===== src/rtl/tipc_pkg.sv =====
`timescale 1ns/1ps
package tipc_pkg;
  typedef enum logic [1:0] {
    RING_NONE = 2'b00,
    RING_OS   = 2'b01,
    RING_POOL = 2'b10,
    RING_PHYS = 2'b11
  } ring_e;
endpackage


===== src/rtl/tipc_rst_sync.sv =====
`timescale 1ns/1ps
module tipc_rst_sync #(
  parameter int STAGES = 2
) (
  input  logic clk,
  input  logic rst_n,
  output logic rst_s
);
  logic [STAGES-1:0] sh_q;

  always_ff @(posedge clk or negedge rst_n) begin
    if (!rst_n) sh_q <= '0;
    else        sh_q <= {sh_q[STAGES-2:0], 1'b1};
  end

  assign rst_s = sh_q[STAGES-1];
endmodule


===== src/rtl/tipc_prio_enc.sv =====
`timescale 1ns/1ps
module tipc_prio_enc #(
  parameter int NPRIO = 8,
  parameter int PW    = 8
) (
  input  logic [NPRIO-1:0] bits,
  output logic [PW-1:0]    pipr
);
  localparam int IDXW = $clog2(NPRIO);

  logic [IDXW-1:0] idx;
  logic            found;

  // Lowest index wins: scan from the top so the last hit is the smallest.
  always_comb begin
    idx   = '0;
    found = 1'b0;
    for (int i = NPRIO - 1; i >= 0; i--) begin
      if (bits[i]) begin
        idx   = IDXW'(i);
        found = 1'b1;
      end
    end
    pipr = found ? PW'(idx) : '1;
  end
endmodule


===== src/rtl/tipc_pend_store.sv =====
`timescale 1ns/1ps
module tipc_pend_store #(
  parameter int NPRIO = 8
) (
  input  logic             clk,
  input  logic             rst_n,
  input  logic [NPRIO-1:0] set_mask,
  input  logic [NPRIO-1:0] clr_mask,
  output logic [NPRIO-1:0] bits_q
);
  logic [NPRIO-1:0] bits_d;
  logic             bits_en;

  // Per-bit next state: a set in the same cycle beats a clear.
  for (genvar g = 0; g < NPRIO; g++) begin : g_bit
    assign bits_d[g] = (bits_q[g] & ~clr_mask[g]) | set_mask[g];
  end

  assign bits_en = (|set_mask) | (|clr_mask);

  always_ff @(posedge clk or negedge rst_n) begin
    if (!rst_n)       bits_q <= '0;
    else if (bits_en) bits_q <= bits_d;
  end

  AST_SET_STICKS: assert property (@(posedge clk) disable iff (!rst_n)
    (|set_mask) |=> ((bits_q & $past(set_mask)) == $past(set_mask)));
endmodule


===== src/rtl/tipc_ctrl.sv =====
`timescale 1ns/1ps
module tipc_ctrl
  import tipc_pkg::*;
#(
  parameter int NPRIO = 8,
  parameter int PW    = 8
) (
  input  logic                     clk,
  input  logic                     rst_n,
  input  logic                     ntf_valid,
  input  logic [$clog2(NPRIO)-1:0] ntf_prio,
  input  logic [1:0]               ntf_ring,
  input  logic                     cppr_wr,
  input  logic [PW-1:0]            cppr_data,
  input  logic                     ack_req,
  input  logic [PW-1:0]            pipr,
  output logic [NPRIO-1:0]         clr_mask,
  output logic [PW-1:0]            cppr_q,
  output ring_e                    nsr_q,
  output logic                     ack_valid,
  output logic [PW-1:0]            ack_prio,
  output logic                     irq_o
);
  localparam int IDXW = $clog2(NPRIO);

  logic          ack_hit;
  logic          ntf_better;
  logic [PW-1:0] cppr_d;
  logic          cppr_en;
  ring_e         nsr_d;
  logic          nsr_en;

  assign ack_hit    = ack_req && (pipr != '1);
  assign clr_mask   = ack_hit ? (NPRIO'(1) << pipr[IDXW-1:0]) : '0;
  // Preemption is judged against what is already pending, and the mask level.
  assign ntf_better = ntf_valid && (PW'(ntf_prio) < pipr) && (PW'(ntf_prio) < cppr_q);

  always_comb begin
    cppr_d  = cppr_q;
    cppr_en = 1'b0;
    if (ack_req) begin
      if (ack_hit) begin
        cppr_d  = pipr;
        cppr_en = 1'b1;
      end
    end else if (cppr_wr) begin
      cppr_d  = cppr_data;
      cppr_en = 1'b1;
    end
  end

  always_comb begin
    nsr_d  = nsr_q;
    nsr_en = 1'b0;
    if (ack_req) begin
      nsr_d  = RING_NONE;
      nsr_en = 1'b1;
    end else if (ntf_better) begin
      nsr_d  = ring_e'(ntf_ring);
      nsr_en = 1'b1;
    end
  end

  always_ff @(posedge clk or negedge rst_n) begin
    if (!rst_n)       cppr_q <= '1;
    else if (cppr_en) cppr_q <= cppr_d;
  end

  always_ff @(posedge clk or negedge rst_n) begin
    if (!rst_n)      nsr_q <= RING_NONE;
    else if (nsr_en) nsr_q <= nsr_d;
  end

  always_ff @(posedge clk or negedge rst_n) begin
    if (!rst_n) ack_valid <= 1'b0;
    else        ack_valid <= ack_req;
  end

  always_ff @(posedge clk or negedge rst_n) begin
    if (!rst_n)       ack_prio <= '1;
    else if (ack_req) ack_prio <= pipr;
  end

  assign irq_o = (pipr < cppr_q);

  AST_ACK_RESULT: assert property (@(posedge clk) disable iff (!rst_n)
    ack_req |=> (ack_valid && ack_prio == $past(pipr)));
  AST_ACK_LOADS_CPPR: assert property (@(posedge clk) disable iff (!rst_n)
    (ack_req && $past(1'b1) && pipr != '1) |=> (cppr_q == $past(pipr)));
  AST_ACK_CLEARS_NSR: assert property (@(posedge clk) disable iff (!rst_n)
    ack_req |=> (nsr_q == RING_NONE));
  AST_NO_DEMOTE: assert property (@(posedge clk) disable iff (!rst_n)
    (ntf_valid && !ack_req && PW'(ntf_prio) >= pipr) |=> $stable(nsr_q));
  AST_CPPR_WRITE: assert property (@(posedge clk) disable iff (!rst_n)
    (cppr_wr && !ack_req) |=> (cppr_q == $past(cppr_data)));
endmodule


===== src/rtl/tipc_ctx.sv =====
`timescale 1ns/1ps
module tipc_ctx
  import tipc_pkg::*;
#(
  parameter int NPRIO = 8,
  parameter int PW    = 8
) (
  input  logic                     clk,
  input  logic                     rst_n,
  input  logic                     ntf_valid,
  input  logic [$clog2(NPRIO)-1:0] ntf_prio,
  input  logic [1:0]               ntf_ring,
  input  logic                     push_valid,
  input  logic [NPRIO-1:0]         push_bits,
  input  logic                     cppr_wr,
  input  logic [PW-1:0]            cppr_data,
  input  logic                     ack_req,
  output logic                     ack_valid,
  output logic [PW-1:0]            ack_prio,
  output logic                     irq_o,
  output logic [NPRIO-1:0]         pend_bits,
  output logic [PW-1:0]            cppr_o,
  output logic [PW-1:0]            pipr_o,
  output logic [1:0]               nsr_o,
  output logic                     pool_hit
);
  logic             rst_s;
  logic [NPRIO-1:0] set_mask;
  logic [NPRIO-1:0] clr_mask;
  logic [NPRIO-1:0] bits_q;
  logic [PW-1:0]    pipr;
  ring_e            nsr_q;

  tipc_rst_sync #(.STAGES(2)) u_rst (
    .clk   (clk),
    .rst_n (rst_n),
    .rst_s (rst_s)
  );

  // A push merges with the live bitmap; it never overwrites it.
  assign set_mask = (ntf_valid  ? (NPRIO'(1) << ntf_prio) : '0)
                  | (push_valid ? push_bits               : '0);

  tipc_pend_store #(.NPRIO(NPRIO)) u_store (
    .clk      (clk),
    .rst_n    (rst_s),
    .set_mask (set_mask),
    .clr_mask (clr_mask),
    .bits_q   (bits_q)
  );

  tipc_prio_enc #(.NPRIO(NPRIO), .PW(PW)) u_enc (
    .bits (bits_q),
    .pipr (pipr)
  );

  tipc_ctrl #(.NPRIO(NPRIO), .PW(PW)) u_ctrl (
    .clk       (clk),
    .rst_n     (rst_s),
    .ntf_valid (ntf_valid),
    .ntf_prio  (ntf_prio),
    .ntf_ring  (ntf_ring),
    .cppr_wr   (cppr_wr),
    .cppr_data (cppr_data),
    .ack_req   (ack_req),
    .pipr      (pipr),
    .clr_mask  (clr_mask),
    .cppr_q    (cppr_o),
    .nsr_q     (nsr_q),
    .ack_valid (ack_valid),
    .ack_prio  (ack_prio),
    .irq_o     (irq_o)
  );

  assign pend_bits = bits_q;
  assign pipr_o    = pipr;
  assign nsr_o     = nsr_q;
  // Exact code match: the physical code shares a bit with pool but must not hit.
  assign pool_hit  = (nsr_q == RING_POOL);

  AST_IRQ_IDLE_EMPTY: assert property (@(posedge clk) disable iff (!rst_s)
    (bits_q == '0) |-> !irq_o);
  AST_PUSH_MERGES: assert property (@(posedge clk) disable iff (!rst_s)
    (push_valid && !ack_req) |=> ((bits_q & $past(bits_q | push_bits)) == $past(bits_q | push_bits)));
endmodule


===== config.mk =====
export PLATFORM = sky130hd
export DESIGN_NAME = tipc_ctx
export DESIGN_NICKNAME = d
export VERILOG_FILES = /design/src/rtl/tipc_pkg.sv /design/src/rtl/tipc_rst_sync.sv /design/src/rtl/tipc_prio_enc.sv /design/src/rtl/tipc_pend_store.sv /design/src/rtl/tipc_ctrl.sv /design/src/rtl/tipc_ctx.sv
export SDC_FILE = /design/constraint.sdc
export NUM_CORES = 1
export LEC_CHECK = 0
export BUFFER_PORTS_ARGS = -buffer_cell sky130_fd_sc_hd__buf_2
export CAP_MARGIN = 20
export CORE_MARGIN = 10
export CORE_UTILIZATION = 45
export DETAILED_ROUTE_END_ITERATION = 6
export PLACE_DENSITY = 0.75
export SYNTH_ARGS = -nofsm -noshare
export SYNTH_HDL_FRONTEND = slang
export SYNTH_SLANG_ARGS = --single-unit

===== constraint.sdc =====
create_clock -name clk -period 6.1 [get_ports clk]
set_input_delay 0.61 -clock clk [delete_from_list [all_inputs] [get_ports clk]]
set_output_delay 0.61 -clock clk [all_outputs]
set_load 0.1 [all_outputs]

[Yosys cells after proc, flatten, opt, wreduce, memory -nomap -nowiden]
Index checks and enable logic that the tools add are counted.
W data, S select, Z words.
Cells by class
  multiplexer cells: 30
  reduce and logical (&&, ||, !) cells: 9
  bitwise operators: 26
  shifts and indexed selects: 2
  order comparisons: 3
  eq/ne operators: 3
Operators by type and width (count)
  $mux W8: 7
  $mux W3: 8
  $lt A3 B8 Y1: 2
  $reduce_or A8 Y1: 2
  $shl A1 B3 Y8 const A: 2
  $mux W1: 13
  $or A1 B1 Y1: 9
  $and A1 B1 Y1: 8
  $lt A8 B8 Y1: 1
  $ne A8 B8 Y1 const B: 1
  $not A1 Y1: 8
  $or A8 B8 Y8: 1
  $mux W2: 2
  $reduce_bool A2 Y1: 2
  $logic_and A1 B1 Y1: 3
  $reduce_and A3 Y1: 1
  $eq A2 B2 Y1 const B: 1
  $ne A2 B1 Y1 const B: 1
  $reduce_and A2 Y1: 1
Storage, ports and cells
  bits in registers: 29
  logic and storage cells: 79
  input port bits: 27
  output and inout port bits: 37

[Longest topological paths before layout]
Gate-level depths: netlist of run 1.
  depth after elaboration: 15
  mapped depth: 10
  depth with buffers taken out: 9

[By module]
From an unflattened synthesis of run 1, not the netlist that was laid out.
Second synthesis, totals
  cells, all modules: 186
  area, all modules: 1735.4 µm²
By module, submodules not included
  tipc_ctrl: cells each 121, times used 1, area an instance 1179.9 µm², sequential area each 495.5 µm²
  tipc_pend_store: cells each 24, times used 1, area an instance 290.3 µm², sequential area each 200.2 µm²
  tipc_ctx: cells each 23, times used 1, area an instance 117.6 µm², sequential area each 0.0 µm²
  tipc_prio_enc: cells each 15, times used 1, area an instance 93.8 µm², sequential area each 0.0 µm²
  tipc_rst_sync: cells each 3, times used 1, area an instance 53.8 µm², sequential area each 50.0 µm²

[Worst setup path before layout of run 1]
Ideal clock, no wire load.
  path type: register to output
  start: reg u_store.bits_q[2]
  end: out irq_o
  path buffers: 2
  arrival time: 5046 ps
  data required time: 5490 ps
  stages on the path, launching flop included: 11
  path slack: 444 ps
  cells stage by stage: dfrtp_1 buf_6 nor4_4 and2_1 buf_6 ha_1 a21oi_1 nor2b_1 o21ai_0 nand3b_1 a31oi_1
On the way
  word-level cells in the longest chain between the ends: 5
  elaborated cells between the ends (all ways): 8
  classes of those cells: order compare: 1; mux: 7
RTL lines
  from (decl): line tipc_pend_store.sv:9  | output logic [NPRIO-1:0] bits_q
  from (signal assigned): line tipc_pend_store.sv:23  | else if (bits_en) bits_q <= bits_d;
  $mux W3 / $mux W1 (equally long branches) (3 in series): line tipc_prio_enc.sv:19  | if (bits[i]) begin
  $mux W8 *: line tipc_prio_enc.sv:24  | pipr = found ? PW'(idx) : '1;
  net pipr_o[2]: line tipc_ctx.sv:23  | output logic [PW-1:0] pipr_o,
  $lt A8 B8 Y1 *: line tipc_ctrl.sv:84  | assign irq_o = (pipr < cppr_q);
  to (decl): line tipc_ctx.sv:20  | output logic irq_o,
The timed path passes the listed nets; every way through them passes the cells marked *.

[Final worst setup path of run 1]
  start: reg u_store.bits_q[2]
  end: out irq_o
On the way
  word-level cells in the longest chain between the ends: 5
  elaborated cells between the ends (all ways): 8
  classes of those cells: order compare: 1; mux: 7
RTL lines (line)
  $mux W3 / $mux W1 (equally long branches) (3 in series): tipc_prio_enc.sv:19
  $mux W8 *: tipc_prio_enc.sv:24
  $lt A8 B8 Y1 *: tipc_ctrl.sv:84
Mark *: on every way between the ends. The rest lies on a longest branch, timed or not.

==> results of run 1 <==
-- layout make-up --
cell class / count / area (um^2) / area share
Clock buffer: 3 / 41.3 / 0.0209
Clock inverter: 1 / 5.00 / 0.00253
Inverter: 16 / 60.1 / 0.0304
Multi-Input combinational cell: 118 / 853 / 0.432
Sequential cell: 25 / 641 / 0.324
Tap cell: 48 / 60.1 / 0.0304
Timing Repair Buffer: 63 / 315 / 0.160
-- critical path, delay by kind of cell, from the launching register on --
kind	cells	cell delay (ns)
buffers and inverters	1	0.45
and+or+nand+nor	4	1.24
AOI/OAI and AO/OA	3	0.46
DFF	1	0.51
adders and majority gates	1	0.36
-- power breakdown --
group	switching (mW)	internal, mW	leakage (nW)	total (mW)
sequential	0.0177	0.182	0.264	0.200
combinational	0.154	0.0431	0.639	0.197
clock	0.0552	0.0458	0.0255	0.101
-- per-layer routing --
layer	GRT usage	vias to the layer above	wire (um)	part of all wire
met3	0.0413	10	448	0.10
met2	0.203	57	2070	0.47
met4	0.0450	0	67	0.015
met5	0	-	0	0
met1	0.156	713	1800	0.41
li1	-	726	-	-
-- per-stage QoR --
stage | worst slack [ns] | utilization | hold WS (ns) | total power [mW] | instance area [um^2]
after CTS | 2.24 | 0.548 | 0.0994 | 0.500 | 1980
after detailed placement | 2.56 | 0.535 | 0.340 | 0.399 | 1930
final | 2.19 | 0.548 | 0.0973 | 0.498 | 1980
after global routing | 1.96 | 0.548 | 0.0894 | 0.519 | 1980
after floorplan | 0.444 | - | 0.284 | 0.362 | 1660
after global placement | 2.71 | 0.535 | 0.339 | 0.398 | 1930
-- kinds of logic after synthesis --
group,after synthesis,synth area share
other cells,1,0.00226
mux,9,0.0558
flops,25,0.386
compound gates,50,0.216
fa+ha+maj,11,0.0830
buf+inv,32,0.0995
simple gates,47,0.157
-- worst max-delay path by stage --
stage	end	startpoint	slack (ns)
after detailed placement	irq_o	u_store.bits_q[5]	2.56
after global placement	irq_o	u_store.bits_q[2]	2.71
final	irq_o	u_store.bits_q[2]	2.19
after CTS	irq_o	u_store.bits_q[5]	2.24
after global routing	irq_o	u_store.bits_q[2]	1.96
after floorplan	irq_o	u_store.bits_q[2]	0.44
-- flip-flops by register name (all words and copies together), names as in the netlist --
register	flops
u_store.bits_q	8
u_ctrl.nsr_q	2
u_ctrl.ack_valid	1
u_ctrl.cppr_q	8
u_rst.sh_q	2
u_ctrl.ack_prio	4
-- layout by cell type (no fill, tap or decap), types with 3 or more instances in the layout --
master,synthesis,routed
a21oi_1,10,10
a32oi_1,3,3
buf_2,0,63
clkbuf_8,0,3
dfrtp_1,13,13
dfstp_2,12,12
ha_1,11,11
inv_1,16,16
mux2i_1,7,7
nand2_1,6,6
nand2b_1,6,6
nand3_1,8,8
nand4_1,3,3
nor2_1,9,9
nor2b_1,8,8
o21ai_0,15,15
o31ai_1,3,3
==> flow_summary.yaml, run 1 <==
route:
  vias: 1506
  drt-vias-per-instance: 5.50
  drcViolationCount: 0
  first_pass_iters: 4
  drt-wirelength-per-cell_um: 16.0
  drt_iter0_drc: 114
  antenna_left: 0
  drt_wl_total_mm: 4.39
run:
  maxCapViolations: 0
logic_synthesis:
  synth.most_common_cell: "inv_1"
  synth_seq_cells: 25
  yosys-top-cells-area: "dfrtp_1 (20%), dfstp_2 (19%), ha_1 (8.3%)"
  ys.flop_type: "dfrtp_1"
  yosysSeqAreaShare: 0.386
  synth_nets: 213
  synth_edf_count: 0
  synth.avg_cell_area_um2: 9.48
  syn_area_um2: 1660
  synth_cells: 175
  netlist.area_leader.share: 0.196
  synth_area_leader_cell: "dfrtp_1"
  yosys_warnings: 0
  ys_types: 43
  yosys-top-cells-count: "inv_1 (16), o21ai_0 (15), dfrtp_1 (13), dfstp_2 (12), ha_1 (11)"
  async_flop_share: 1.00
worst_setup_path:
  path_class: "reg -> out"
  rr_worst_depth: 5
  r2r-start: "u_store.bits_q[2]"
  crit_chain: "nor4_4 -> and2_1 -> ha_1 -> a21oi_1 -> nor2b_1 -> o21ai_0 -> nand3b_1 -> a31oi_1 -> buf_2"
  cp-end-kind: "output pin"
  max_stage_delay_ns: 0.59
  cp.required_ns: 5.49
  critPathMaxFanout: 17
  critical-path-slowest-cell: "and2_1"
  rr_endpoint: "u_ctrl.nsr_q[0]"
  startpoint_type: "flip-flop"
  arrival_ns: 3.30
  r2r_slack_ns: 3.76
global_routing:
  grt_use_total: 0.127
  grt_pass1_wl_mm: 6.71
  antenna_found_initial: 0
  grt_overflow: 0
  grt_max_degree: 33
  grt_pass1_vias: 1417
die:
  rows: 22
  die_area_um2: 6520
  die_x_um: 80.7
  core-area_um2: 3610
  die_y_um: 80.7
  ios: 64
  start_util: 0.460
placement:
  dpl.hpwl_mm: 3.38
  numPortBuffers: 63
  gp_congestion: 0.857
  place_inst: 270
sta:
  relSlewSlack: 0.397
  fin_skew_ns: 0.00758
  hold_viol_final: 0
  tightest_slew_ns: 0.904
  fmax_ghz: 0.256
  final.min_clock_period_ns: 3.91
  setup_viol: 0
  slew_viol_final: 0
  fin_setup_tns_ns: 0
  rsz0062_at_grt: "false"
  post-route-period-util: 0.641
finish:
  antenna_cells: 0
  layout.nets: 265
  area_growth_pct: 19.1
  drive_above_1_share: 0.385
  stdcell_count: 274
  nFillCells: 343
power_and_ir_drop:
  power_per_cell_area_nw_per_um2: 252
  peakVddDrop_mv: 0.146
  p_leak_nw: 0.929
cts:
  clk_latency_ns: 0.27
  cts_resized: 0
  clk_pin_slew_ns: 0.09
  ctsRootBufferMaster: "clkbuf_8"
  cts_sinks: 25
  post_cts_buffers: 0
  cts_buffer_depth: 2
  ctsHoldBuffers: 0
  cts_tree: "yes"
  cts_buffers: 3
  htreeDepth: 1
hold_path:
  min_path_type: "in -> async"
status:
  outcome: "finished, final reports clean"
Note: power is estimated with default switching activity, not from simulation.
==> run 2, diff against run 1 <==
--- a/config.mk
+++ b/config.mk
@@ -5,12 +5,13 @@
 export SDC_FILE = /design/constraint.sdc
 export NUM_CORES = 1
 export LEC_CHECK = 0
+export ABC_AREA = 1
 export BUFFER_PORTS_ARGS = -buffer_cell sky130_fd_sc_hd__buf_2
 export CAP_MARGIN = 20
 export CORE_MARGIN = 10
 export CORE_UTILIZATION = 45
 export DETAILED_ROUTE_END_ITERATION = 6
-export PLACE_DENSITY = 0.75
+export PLACE_DENSITY = 0.76
 export SYNTH_ARGS = -nofsm -noshare
 export SYNTH_HDL_FRONTEND = slang
 export SYNTH_SLANG_ARGS = --single-unit
==> constraint.sdc (replaced) <==
create_clock -name clk -period 3.9 [get_ports clk]
set_input_delay 0.39 -clock clk [delete_from_list [all_inputs] [get_ports clk]]
set_output_delay 0.39 -clock clk [all_outputs]
set_load 0.1 [all_outputs]
==> flow_summary.yaml, run 2 <==
finish:
  antenna_cells: 0
  final_common_cell: "buf_2"
  layout_common_cells: "buf_2 (63), nand2_1 (46), inv_1 (26), nor2_1 (14)"
  layout.nets: 290
  nFillCells: 319
  finalInstanceArea_um2: 1960
  seq_area_um2: 651
  area_growth_pct: 28.2
  stdcell_count: 297
  reg_top3: "u_ctrl.cppr_q: 8 flops, u_store.bits_q: 8 flops, u_ctrl.ack_prio: 4 flops"
  drive_above_1_share: 0.410
  multi_input_area_um2: 778
cts:
  ctsHoldBuffers: 1
  cts_resized: 0
  post_cts_buffers: 0
  cts_sinks: 25
  htreeDepth: 1
  ctsRootBufferMaster: "clkbuf_4"
  cts_tree: "yes"
  cts_buffers: 3
  cts_buffer_depth: 2
  clk_pin_slew_ns: 0.13
  clk_latency_ns: 0.32
logic_synthesis:
  synth.most_common_cell: "nand2_1"
  synth_edf_count: 0
  synth_seq_cells: 25
  yosys-top-cells-count: "nand2_1 (46), inv_1 (27), nor2_1 (14), dfrtp_1 (13), o21ai_0 (13)"
  syn_area_um2: 1530
  async_flop_share: 1.00
  ys.flop_type: "dfrtp_1"
  netlist.area_leader.share: 0.213
  ys_types: 27
  synth_area_leader_cell: "dfrtp_1"
  synth.avg_cell_area_um2: 7.88
  yosysSeqAreaShare: 0.419
  synth_nets: 232
  synth_cells: 194
  yosys-top-cells-area: "dfrtp_1 (21%), dfstp_2 (21%), nand2_1 (11%)"
  yosys_warnings: 0
die:
  core-area_um2: 3310
  rows: 21
  die_x_um: 78.3
  start_util: 0.462
  die_area_um2: 6130
  die_y_um: 78.3
  ios: 64
sta:
  setup_ws_ns: 0.809
  setup_viol: 0
  hold_viol_final: 0
  relSlewSlack: 0.369
  fin_setup_tns_ns: 0
  fin_skew_ns: 0.00123
  rsz0062_at_grt: "false"
  final.min_clock_period_ns: 3.09
  tightest_slew_ns: 0.947
  slew_viol_final: 0
  fmax_ghz: 0.324
  post-route-period-util: 0.793
route:
  first_pass_iters: 4
  drt_iter0_drc: 101
  drt-wirelength-per-cell_um: 14.3
  drt-vias-per-instance: 4.80
  drt_wl_total_mm: 4.25
  vias: 1426
  drcViolationCount: 0
  antenna_left: 0
worst_setup_path:
  startpoint_type: "flip-flop"
  r2r_slack_ns: 1.94
  cp-endpoint: "irq_o"
  critPathMaxFanout: 13
  r2r-start: "u_store.bits_q[1]"
  rr_worst_depth: 11
  cp.required_ns: 3.51
  arrival_ns: 2.70
  path_class: "reg -> out"
  startpoint: "u_store.bits_q[1]"
  rr_endpoint: "u_ctrl.nsr_q[1]"
  cp-end-kind: "output pin"
placement:
  postPlaceCellArea_um2: 1920
  numPortBuffers: 63
  dpl.hpwl_mm: 3.51
  gp_congestion: 0.853
  place_inst: 292
  dp_slack_ns: 1.15
power_and_ir_drop:
  peakVddDrop_mv: 0.194
  p_leak_nw: 1.01
  power_per_cell_area_nw_per_um2: 422
global_routing:
  grt_pass1_vias: 1528
  grt_overflow: 0
  grt_max_degree: 24
  grt_use_total: 0.143
  antenna_found_initial: 0
  grt_pass1_wl_mm: 7.09
hold_path:
  holdPathStages: 1
  min_path_type: "in -> reg"
run:
  maxCapViolations: 0
status:
  outcome: "finished, final reports clean"
==> run 2: cell types whose count changed in the layout (fill, tap and decap cells not counted), sizes merged, moves of 5 or more <==
cell    change
inv        +13
mux2i       -7
nand2      +44
nand2b      -6
nor2        +5
nor2b       -8
o211ai      +5
==> run 2: metrics by stage <==
step	power, mW	utilization	hold WS (ns)
after global routing	0.869	0.592	0.261
after global placement	0.714	0.581	0.174
after floorplan	0.647	-	0.0944
final	0.827	0.592	0.267
after detailed placement	0.717	0.581	0.175
after CTS	0.835	0.592	0.255
==> run 2: routing by layer <==
metal,track usage,vias up,share of wire
met5,0,-,0
met4,0.0627,0,0.013
met3,0.0421,6,0.064
met2,0.245,34,0.50
met1,0.160,654,0.43
li1,-,732,-
==> run 2: cell type report <==
class	count	area share
clock buffer	4	0.0134
inverter	30	0.0619
multi-input combinational	128	0.397
sequential	25	0.332
tap	46	0.0294
timing repair buffer	64	0.166
==> run 2: cells by family after synthesis <==
logic type / after synthesis / synth area share
buf+inv: 41 / 0.121
simple gates: 79 / 0.228
compound gates: 37 / 0.140
other cells: 1 / 0.00245
flops: 25 / 0.419
fa+ha+maj: 11 / 0.0900
==> run 2: how the worst min path moves through the flow <==
stage                  endpoint     from  slack [ns]
2_1_floorplan     u_rst.sh_q[0]    rst_n        0.09
6_report       u_ctrl.ack_valid  ack_req        0.27
3_5_place_dp      u_rst.sh_q[1]    rst_n        0.18
5_1_grt        u_ctrl.ack_valid  ack_req        0.26
3_3_place_gp      u_rst.sh_q[0]    rst_n        0.17
4_1_cts        u_ctrl.ack_valid  ack_req        0.26
==> run 2: worst max-delay path, stage by stage, from the launching register on <==
cell,delay [ns]
dfrtp_4,0.52
inv_4,0.07
nand2_4,0.06
nor3_4,0.27
nand2_2,0.16
clkinvlp_4,0.27
ha_4,0.25
a21oi_2,0.10
nand2_1,0.10
a21oi_4,0.15
buf_2,0.43
==> run 2: report_power, final <==
| part | internal (mW) | switching [mW] | total, mW | leakage (nW) |
|---|---|---|---|---|
| Sequential | 0.293 | 0.0232 | 0.316 | 0.260 |
| Clock | 0.0401 | 0.0757 | 0.116 | 0.0150 |
| Combinational | 0.0713 | 0.324 | 0.395 | 0.737 |
